--- config.mk ---
export PLATFORM = sky130hd
export DESIGN_NAME = mpr_readout
export DESIGN_NICKNAME = d
export VERILOG_FILES = /design/src/rtl/mpr_pkg.sv /design/src/rtl/mpr_mode_reg.sv /design/src/rtl/mpr_burst_seq.sv /design/src/rtl/mpr_beat_data.sv /design/src/rtl/mpr_readout.sv
export SDC_FILE = /design/constraint.sdc
export NUM_CORES = 1
export LEC_CHECK = 0
export BUFFER_PORTS_ARGS = -buffer_cell sky130_fd_sc_hd__buf_2
export CAP_MARGIN = 20
export CORE_MARGIN = 5
export CORE_UTILIZATION = 48
export DETAILED_ROUTE_END_ITERATION = 10
export PLACE_DENSITY = 0.87
export SLEW_MARGIN = 20
export SYNTH_ARGS = -nofsm -noshare
export SYNTH_HDL_FRONTEND = slang
export SYNTH_SLANG_ARGS = --single-unit
--- constraint.sdc ---
create_clock -name clk -period 1.2 [get_ports clk]
set_input_delay 0.12 -clock clk [delete_from_list [all_inputs] [get_ports clk]]
set_output_delay 0.12 -clock clk [all_outputs]
set_load 0.03 [all_outputs]
--- src/rtl/mpr_pkg.sv ---
package mpr_pkg;

    localparam int FULL_BEATS = 8;
    localparam int BEAT_W     = $clog2(FULL_BEATS);
    localparam int LOC_W      = 2;
    localparam int NUM_LOC    = 1 << LOC_W;
    localparam int ADDR_W     = 3;
    localparam int SEL_W      = 2;

    typedef enum logic [1:0] {
        OP_NOP = 2'd0,
        OP_MRS = 2'd1,
        OP_RD  = 2'd2,
        OP_WR  = 2'd3
    } cmd_op_e;

    typedef struct packed {
        logic             en;
        logic [LOC_W-1:0] loc;
    } mpr_cfg_t;

    function automatic logic [BEAT_W-1:0] first_beat(input logic chop, input logic half_sel);
        logic [BEAT_W-1:0] b;
        b = '0;
        if (chop) b[BEAT_W-1] = half_sel;
        return b;
    endfunction

    function automatic logic [BEAT_W:0] beat_count(input logic chop);
        return chop ? (BEAT_W+1)'(FULL_BEATS/2) : (BEAT_W+1)'(FULL_BEATS);
    endfunction

endpackage

--- src/rtl/mpr_mode_reg.sv ---
module mpr_mode_reg
    import mpr_pkg::*;
#(
    parameter int unsigned MR_INDEX = 3
) (
    input  logic              clk,
    input  logic              rst,
    input  logic              mrs_fire,
    input  logic [SEL_W-1:0]  mr_sel,
    input  logic [ADDR_W-1:0] addr,
    output mpr_cfg_t          cfg
);

    logic hit;
    assign hit = mrs_fire && (mr_sel == SEL_W'(MR_INDEX));

    always_ff @(posedge clk) begin
        if (rst) begin
            cfg <= '0;
        end else if (hit) begin
            cfg.en  <= addr[2];
            cfg.loc <= addr[LOC_W-1:0];
        end
    end

    // a mode set to the selected index lands in the register
    p_mrs_load_r2: assert property (@(posedge clk) disable iff (rst)
        hit |=> (cfg.en == $past(addr[2])) && (cfg.loc == $past(addr[LOC_W-1:0])));

    // other indices leave the register untouched
    p_mrs_other_r2: assert property (@(posedge clk) disable iff (rst)
        !hit |=> $stable(cfg));

endmodule

--- src/rtl/mpr_burst_seq.sv ---
module mpr_burst_seq
    import mpr_pkg::*;
(
    input  logic              clk,
    input  logic              rst,
    input  logic              rd_fire,
    input  logic              chop,
    input  logic              half_sel,
    input  mpr_cfg_t          cfg_in,
    output logic              active,
    output logic [BEAT_W-1:0] beat,
    output mpr_cfg_t          cfg_lat
);

    logic [BEAT_W:0] left_q;
    logic            start;

    assign start = rd_fire && !active;

    always_ff @(posedge clk) begin
        if (rst) begin
            active  <= 1'b0;
            beat    <= '0;
            left_q  <= '0;
            cfg_lat <= '0;
        end else if (start) begin
            active  <= 1'b1;
            beat    <= first_beat(chop, half_sel);
            left_q  <= beat_count(chop);
            cfg_lat <= cfg_in;
        end else if (active) begin
            beat   <= beat + 1'b1;
            left_q <= left_q - 1'b1;
            if (left_q == (BEAT_W+1)'(1)) active <= 1'b0;
        end
    end

    // beats advance one step per cycle until the count runs out
    p_step_r4: assert property (@(posedge clk) disable iff (rst)
        (active && left_q > (BEAT_W+1)'(1)) |=> (active && beat == $past(beat) + 1'b1));

    // the burst ends after its last beat
    p_end_r4: assert property (@(posedge clk) disable iff (rst)
        (active && left_q == (BEAT_W+1)'(1)) |=> !active);

    // chopped bursts load half the beat count
    p_chop_len_r5: assert property (@(posedge clk) disable iff (rst)
        (start && chop) |=> (left_q == (BEAT_W+1)'(FULL_BEATS/2)));

    // captured configuration stays put for the whole burst
    p_cfg_hold_r9: assert property (@(posedge clk) disable iff (rst)
        (active && left_q > (BEAT_W+1)'(1)) |=> $stable(cfg_lat));

endmodule

--- src/rtl/mpr_beat_data.sv ---
module mpr_beat_data
    import mpr_pkg::*;
#(
    parameter int                     DQ_W = 8,
    parameter logic [FULL_BEATS-1:0]  PAT  = 8'b1010_1010,
    parameter logic [DQ_W-1:0]        MARK = DQ_W'(8'h5A)
) (
    input  logic              active,
    input  logic [BEAT_W-1:0] beat,
    input  mpr_cfg_t          cfg,
    output logic [DQ_W-1:0]   dq
);

    logic [FULL_BEATS-1:0] loc_pat [NUM_LOC];

    for (genvar g = 0; g < NUM_LOC; g++) begin : g_loc
        if (g == 0) begin : g_cal
            assign loc_pat[g] = PAT;
        end else begin : g_rsvd
            assign loc_pat[g] = '0;
        end
    end

    logic bit_sel;
    assign bit_sel = loc_pat[cfg.loc][beat];

    always_comb begin
        if (!active)     dq = '0;
        else if (cfg.en) dq = {DQ_W{bit_sel}};
        else             dq = MARK;
    end

endmodule

--- src/rtl/mpr_readout.sv ---
module mpr_readout
    import mpr_pkg::*;
#(
    parameter int                    DQ_W = 8,
    parameter logic [FULL_BEATS-1:0] PAT  = 8'b1010_1010,
    parameter logic [DQ_W-1:0]       MARK = DQ_W'(8'h5A)
) (
    input  logic              clk,
    input  logic              rst,
    input  logic              cmd_valid,
    input  logic [1:0]        cmd_op,
    input  logic [SEL_W-1:0]  cmd_mr_sel,
    input  logic [ADDR_W-1:0] cmd_addr,
    input  logic              burst_chop,
    output logic [DQ_W-1:0]   dq_out,
    output logic              dq_valid,
    output logic              wr_err
);

    cmd_op_e           op;
    mpr_cfg_t          cfg_now;
    mpr_cfg_t          cfg_run;
    logic [BEAT_W-1:0] beat;
    logic              mrs_fire, rd_fire, wr_fire;

    assign op       = cmd_op_e'(cmd_op);
    assign mrs_fire = cmd_valid && (op == OP_MRS);
    assign rd_fire  = cmd_valid && (op == OP_RD);
    assign wr_fire  = cmd_valid && (op == OP_WR);

    mpr_mode_reg #(.MR_INDEX(3)) u_mode (
        .clk     (clk),
        .rst     (rst),
        .mrs_fire(mrs_fire),
        .mr_sel  (cmd_mr_sel),
        .addr    (cmd_addr),
        .cfg     (cfg_now)
    );

    mpr_burst_seq u_seq (
        .clk     (clk),
        .rst     (rst),
        .rd_fire (rd_fire),
        .chop    (burst_chop),
        .half_sel(cmd_addr[2]),
        .cfg_in  (cfg_now),
        .active  (dq_valid),
        .beat    (beat),
        .cfg_lat (cfg_run)
    );

    mpr_beat_data #(.DQ_W(DQ_W), .PAT(PAT), .MARK(MARK)) u_data (
        .active(dq_valid),
        .beat  (beat),
        .cfg   (cfg_run),
        .dq    (dq_out)
    );

    always_ff @(posedge clk) begin
        if (rst) wr_err <= 1'b0;
        else     wr_err <= wr_fire && cfg_now.en;
    end

    // the error pulse only follows a write made in register mode
    p_err_cause_r8: assert property (@(posedge clk) disable iff (rst)
        wr_err |-> $past(cmd_valid && cmd_op == 2'd3 && cfg_now.en));

    // an idle read opens a burst on the next cycle
    p_rd_start_r4: assert property (@(posedge clk) disable iff (rst)
        (rd_fire && !dq_valid) |=> dq_valid);

    // data lanes are quiet outside a burst
    p_quiet_r10: assert property (@(posedge clk) disable iff (rst)
        !dq_valid |-> (dq_out == '0));

endmodule

======== Word level (Yosys, flattened, before mapping) ========
Cells that the tools add are included.
W data, S select, Z words.
storage, ports and cells
  register bits after elaboration ......... 15
  input port bits ......................... 11
  word-level logic and storage cells ...... 44
operators by class
  add/subtract/negate cells ............... 2
  $lt $le $gt $ge ......................... 2
  equality and inequality tests ........... 5
  multiplexer cells ....................... 16
  bitwise gates (word level) .............. 1
  reduce and logical (&&, ||, !) cells .... 9
operator list
  kind                   count
  $mux W8                4
  $bmux W8 S2            1
  $mux W4                3
  $eq A2 B2 Y1 const B   3
  $logic_and A1 B1 Y1    6
  $mux W3                2
  $mux W1                5
  $eq A4 B1 Y1 const B   1
  $lt A3 B4 Y1 const B   1
  $sub A4 B1 Y4 const B  1
  $add A3 B1 Y3 const B  1
  $bmux W1 S3            1
  $ge A3 B3 Y1 const B   1
  $not A2 Y3             1
  $eq A2 B1 Y1 const B   1
  $reduce_bool A2 Y1     1
  $reduce_or A2 Y1       1
  $logic_not A1 Y1       1

======== Depth between registers and ports, before layout ========
  depth after elaboration ................. 8
  mapped depth ............................ 5
  depth with buffers taken out ............ 5

======== Modules after synthesis ========
From an unflattened synthesis, not the netlist that was laid out.
second synthesis, totals
  cells, all modules ...................... 89
  area total of the unflattened synthesis .. 853.3 µm²
by module, submodules not included
  module         instances  cells each  area an instance (µm²)
  mpr_burst_seq  1          58          590.6
  mpr_mode_reg   1          14          145.1
  mpr_beat_data  1          10          68.8
  mpr_readout    1          7           48.8

======== Worst setup path before layout ========
OpenSTA, ideal clock, no wires.
  path kind ............................... reg2out
  from .................................... register u_seq.active
  to ...................................... output dq_out[2]
  arrival time ............................ 1,642 ps
  required time ........................... 1,080 ps
  slack ................................... -562 ps
  cell stages (with the launch flop) ...... 6
  path buffers ............................ 3
  path through ............................ dfxtp_1 > buf_6 > buf_2 > nand2_1 > nor2_1 > buf_4
between the ends
  cells in the longest elaborated chain, start to end .. 1
RTL lines
  what                      line                 text
  start: declaration        mpr_burst_seq.sv:10  output logic active,
  start signal: assignment  mpr_burst_seq.sv:22  active <= 1'b0;
  start signal: assignment  mpr_burst_seq.sv:27  active <= 1'b1;
  start signal: assignment  mpr_burst_seq.sv:34  if (left_q == (BEAT_W+1)'(1)) active <= 1'b0;
  $mux W8                   mpr_beat_data.sv:28  if (!active) dq = '0;
  end: declaration          mpr_readout.sv:15    output logic [DQ_W-1:0] dq_out,
Every way passes these cells.

======== Worst setup path after layout ========
  from .................................... register u_seq.cfg_lat[1] (netlist name)
  to ...................................... output dq_out[3]
between the ends
  cells in the longest elaborated chain, start to end .. 8
RTL lines
  what                                        line                 text
  start: declaration                          mpr_burst_seq.sv:12  output mpr_cfg_t cfg_lat
  start signal: assignment                    mpr_burst_seq.sv:30  cfg_lat <= cfg_in;
  $not A2 Y3 (implied by the code)            mpr_beat_data.sv:25  assign bit_sel = loc_pat[cfg.loc][beat];
  $bmux W8 S2                                 mpr_beat_data.sv:25
  $mux W8 (implied by the code) (2 in a row)  mpr_beat_data.sv:25
  $bmux W1 S3                                 mpr_beat_data.sv:25
  $mux W1 (implied by the code)               mpr_beat_data.sv:25
  $mux W8                                     mpr_beat_data.sv:29  else if (cfg.en) dq = {DQ_W{bit_sel}};
  $mux W8                                     mpr_beat_data.sv:28
Every way passes these cells. The select of a mux whose other input is x is not followed.

==> impl_metrics.py <==
metrics = {
    "timing": {
        "period_needed_ns": 1.29,
        "slew_viol_final": 0,
        "setup_viol": 8,
        "grt_setup_unrepaired": "true",
        "slew_headroom_pct": 77.8,
        "fmax_mhz": 774,
        "finClkSkew_ns": 0.00276,
        "tns_ns": -0.510,
        "max_slew.worst_pin.slew_ns": 0.331,
        "timing.final.ws_setup_ns": -0.0925,
        "holdWs_ns": 0.0926,
        "fin_crit_sh_pct": 108,
        "finalHoldViolations": 0,
    },
    "min_path": {
        "hp-class": "primary input to flop",
    },
    "synthesis": {
        "syn_avg_cell_area_sq_um": 8.51,
        "synth_cells": 81,
        "synth.most_common_cell": "dfxtp_1",
        "syn_area_sq_um": 689,
        "synth_top_cell_by_area": "dfxtp_1",
        "netlist.area_leader.share_pct": 37.7,
        "async_flop_share_pct": 0,
        "dominantRegCellSynth": "dfxtp_1",
        "yosysWarnings": 0,
        "synth_cell_types": 28,
        "syn-num-nets": 94,
        "ys_ff_latch": 13,
        "ys_seq_area_share_pct": 37.7,
        "synth_common_cells": "dfxtp_1 (13), nand2_1 (8), a21oi_1 (7), buf_4 (7), nand2b_1 (7)",
        "synth.area.top_cells": "dfxtp_1 (38%), buf_4 (7.6%), nand2b_1 (6.4%), a21oi_1 (5.1%), mux2i_1 (4.4%)",
        "synth_edf_count": 0,
    },
    "placed_design": {
        "io_buffers": 20,
        "dp_cells": 108,
        "hpwl_um": 1130,
        "place_congestion": 0.762,
    },
    "critical_path": {
        "slowest_stage": "dfxtp_2",
        "required_ns": 1.08,
        "start_kind": "flop",
        "cp_cell_sequence": "nor2_2 > nand2_2 > a21oi_4 > buf_6",
        "crit_arrival_ns": 1.17,
        "crit_fanout": 4,
        "endpoint_kind": "primary output",
        "critical_path_class": "flop to primary output",
        "critPathMaxStageDelay_ns": 0.33,
    },
    "die": {
        "die_h_um": 47.9,
        "dieArea_sq_mm": 0.00229,
        "core_area_sq_mm": 0.00133,
        "initial_core_util_pct": 51.7,
        "die-width_um": 47.9,
        "num_rows": 13,
        "ios": 21,
    },
    "clocking": {
        "cts_tree": "built",
        "cts_setup_buffers": 0,
        "clock-root-buffer": "clkbuf_4",
        "htree_levels": 1,
        "cts_buffer_depth": 2,
        "clkSinkCount": 13,
        "cts_buffers": 3,
        "clk_latency_ns": 0.28,
        "path_clk_slew_ns": 0.08,
    },
    "layout": {
        "area_delta_synth_final_pct": 25.6,
        "utilization_pct": 64.9,
        "multi_input_area_sq_um": 369,
        "ff_latch_area_sq_um": 268,
        "drive_gt1_share_pct": 37.1,
        "layout.nets": 111,
        "stdcell_count": 112,
        "n_antenna_cell": 0,
        "fillers": 116,
    },
    "power_and_ir_drop": {
        "p_leak_nw": 0.353,
        "power_density_mw_per_mm2": 1030,
        "irDropWorstVdd_mv": 0.548,
        "total_power_mw": 0.891,
    },
    "global_route": {
        "first_global_vias": 595,
        "antenna_found_initial": 0,
        "track_usage_pct": 15.7,
        "gr-total-overflow": 0,
        "grt_pass1_wl_um": 2480,
        "grt_max_degree": 16,
    },
    "run": {
        "drv_cap": 0,
    },
    "route": {
        "vias": 609,
        "drt_iter0_drc": 12,
        "ant_nets": 0,
        "post_drt_wl_per_cell_um": 13.0,
        "first_pass_iters": 4,
        "drc": 0,
        "drt_wl_total_um": 1450,
        "viasPerCell": 5.44,
    },
    "status": {
        "status": "complete, but fails checks",
        "violations": "setup timing",
    },
}
==> registers in the layout (all words and copies together), names as in the netlist <==
| name | flops |
|---|---|
| u_mode.cfg | 3 |
| u_seq.active | 1 |
| u_seq.beat | 1 |
| u_seq.cfg_lat | 3 |
| u_seq.left_q | 4 |
| wr_err | 1 |
==> timing repair <==
item / CTS / global route
gates resized for setup: 20 / 1
pin swaps: 3 / 0
endpoints found under the setup margin: 8 / 10
endpoints found under the hold margin: 0 / 0
hold buffers: 0 / 0
==> logic make-up (layout without fill, tap and decap cells) <==
logic type / after synthesis / after routing / share of synthesized area (%)
DFF: 13 / 13 / 37.7
adders and majority gates: 2 / 2 / 3.63
buffers and inverters: 15 / 31 / 13.2
muxes: 3 / 3 / 4.36
and+or+nand+nor: 31 / 31 / 26.5
AOI/OAI and AO/OA: 17 / 17 / 14.5
==> metal layers <==
metal  wire [um]  vias up  share of wire (%)  GRT usage, %
li1            -      304                  -             -
met1         618      279                 43          18.3
met2         691       22                 48          25.1
met3         101        4                7.0          3.38
met4          40        0                2.8          11.3
met5           0        -                  0             0
==> placed cells by master (no fill, tap or decap), types with 2 or more instances in the layout <==
cell type and count:
mux2i_1 3, nand2b_1 7, buf_4 2, nand3_1 2, buf_2 12, nor2b_1 2
nand3b_1 3, dfxtp_2 3, ha_1 2, clkbuf_4 3, inv_1 4, buf_6 8
nand2_1 6, o21ai_1 4, dfxtp_1 9, a31oi_1 2, a21oi_1 6
==> worst paths after layout <==
check	from	cells past startpoint	slack [ns]	to
max	u_seq.cfg_lat[1]$_SDFFE_PP0P_	4	-0.09	dq_out[3]
min reg2reg	u_mode.cfg[2]$_SDFFE_PP0P_	2	0.46	u_seq.cfg_lat[2]$_SDFFE_PP0P_
max reg2reg	u_seq.left_q[1]$_SDFFE_PP0P_	5	0.09	u_seq.left_q[1]$_SDFFE_PP0P_
min	cmd_addr[1]	3	0.09	u_mode.cfg[1]$_SDFFE_PP0P_
==> worst max-delay path, delay by kind of cell, from the launching register on <==
family	cells	cell delay, ns
flops	1	0.33
simple gates	2	0.20
compound gates	1	0.20
buf+inv	1	0.16
==> power breakdown <==
part | internal [mW] | switching, mW
clock | 0.129 | 0.148
sequential | 0.446 | 0.0212
combinational | 0.0680 | 0.0788
==> final cells by class <==
class / instances / area share (%)
Timing Repair Buffer: 22 / 19.1
Clock buffer: 4 / 3.03
Tap cell: 15 / 2.17
Sequential cell: 13 / 30.9
Multi-Input combinational cell: 53 / 42.6
Inverter: 5 / 2.17
==> metrics by stage <==
stage	setup slack [ns]	instance area (sq um)
6_report	-0.0925	866
5_1_grt	-0.155	866
4_1_cts	-0.110	865
3_5_place_dp	0.0840	781
3_3_place_gp	0.160	781
2_1_floorplan	-0.0360	737
Note: power is estimated with default switching activity, not from simulation.
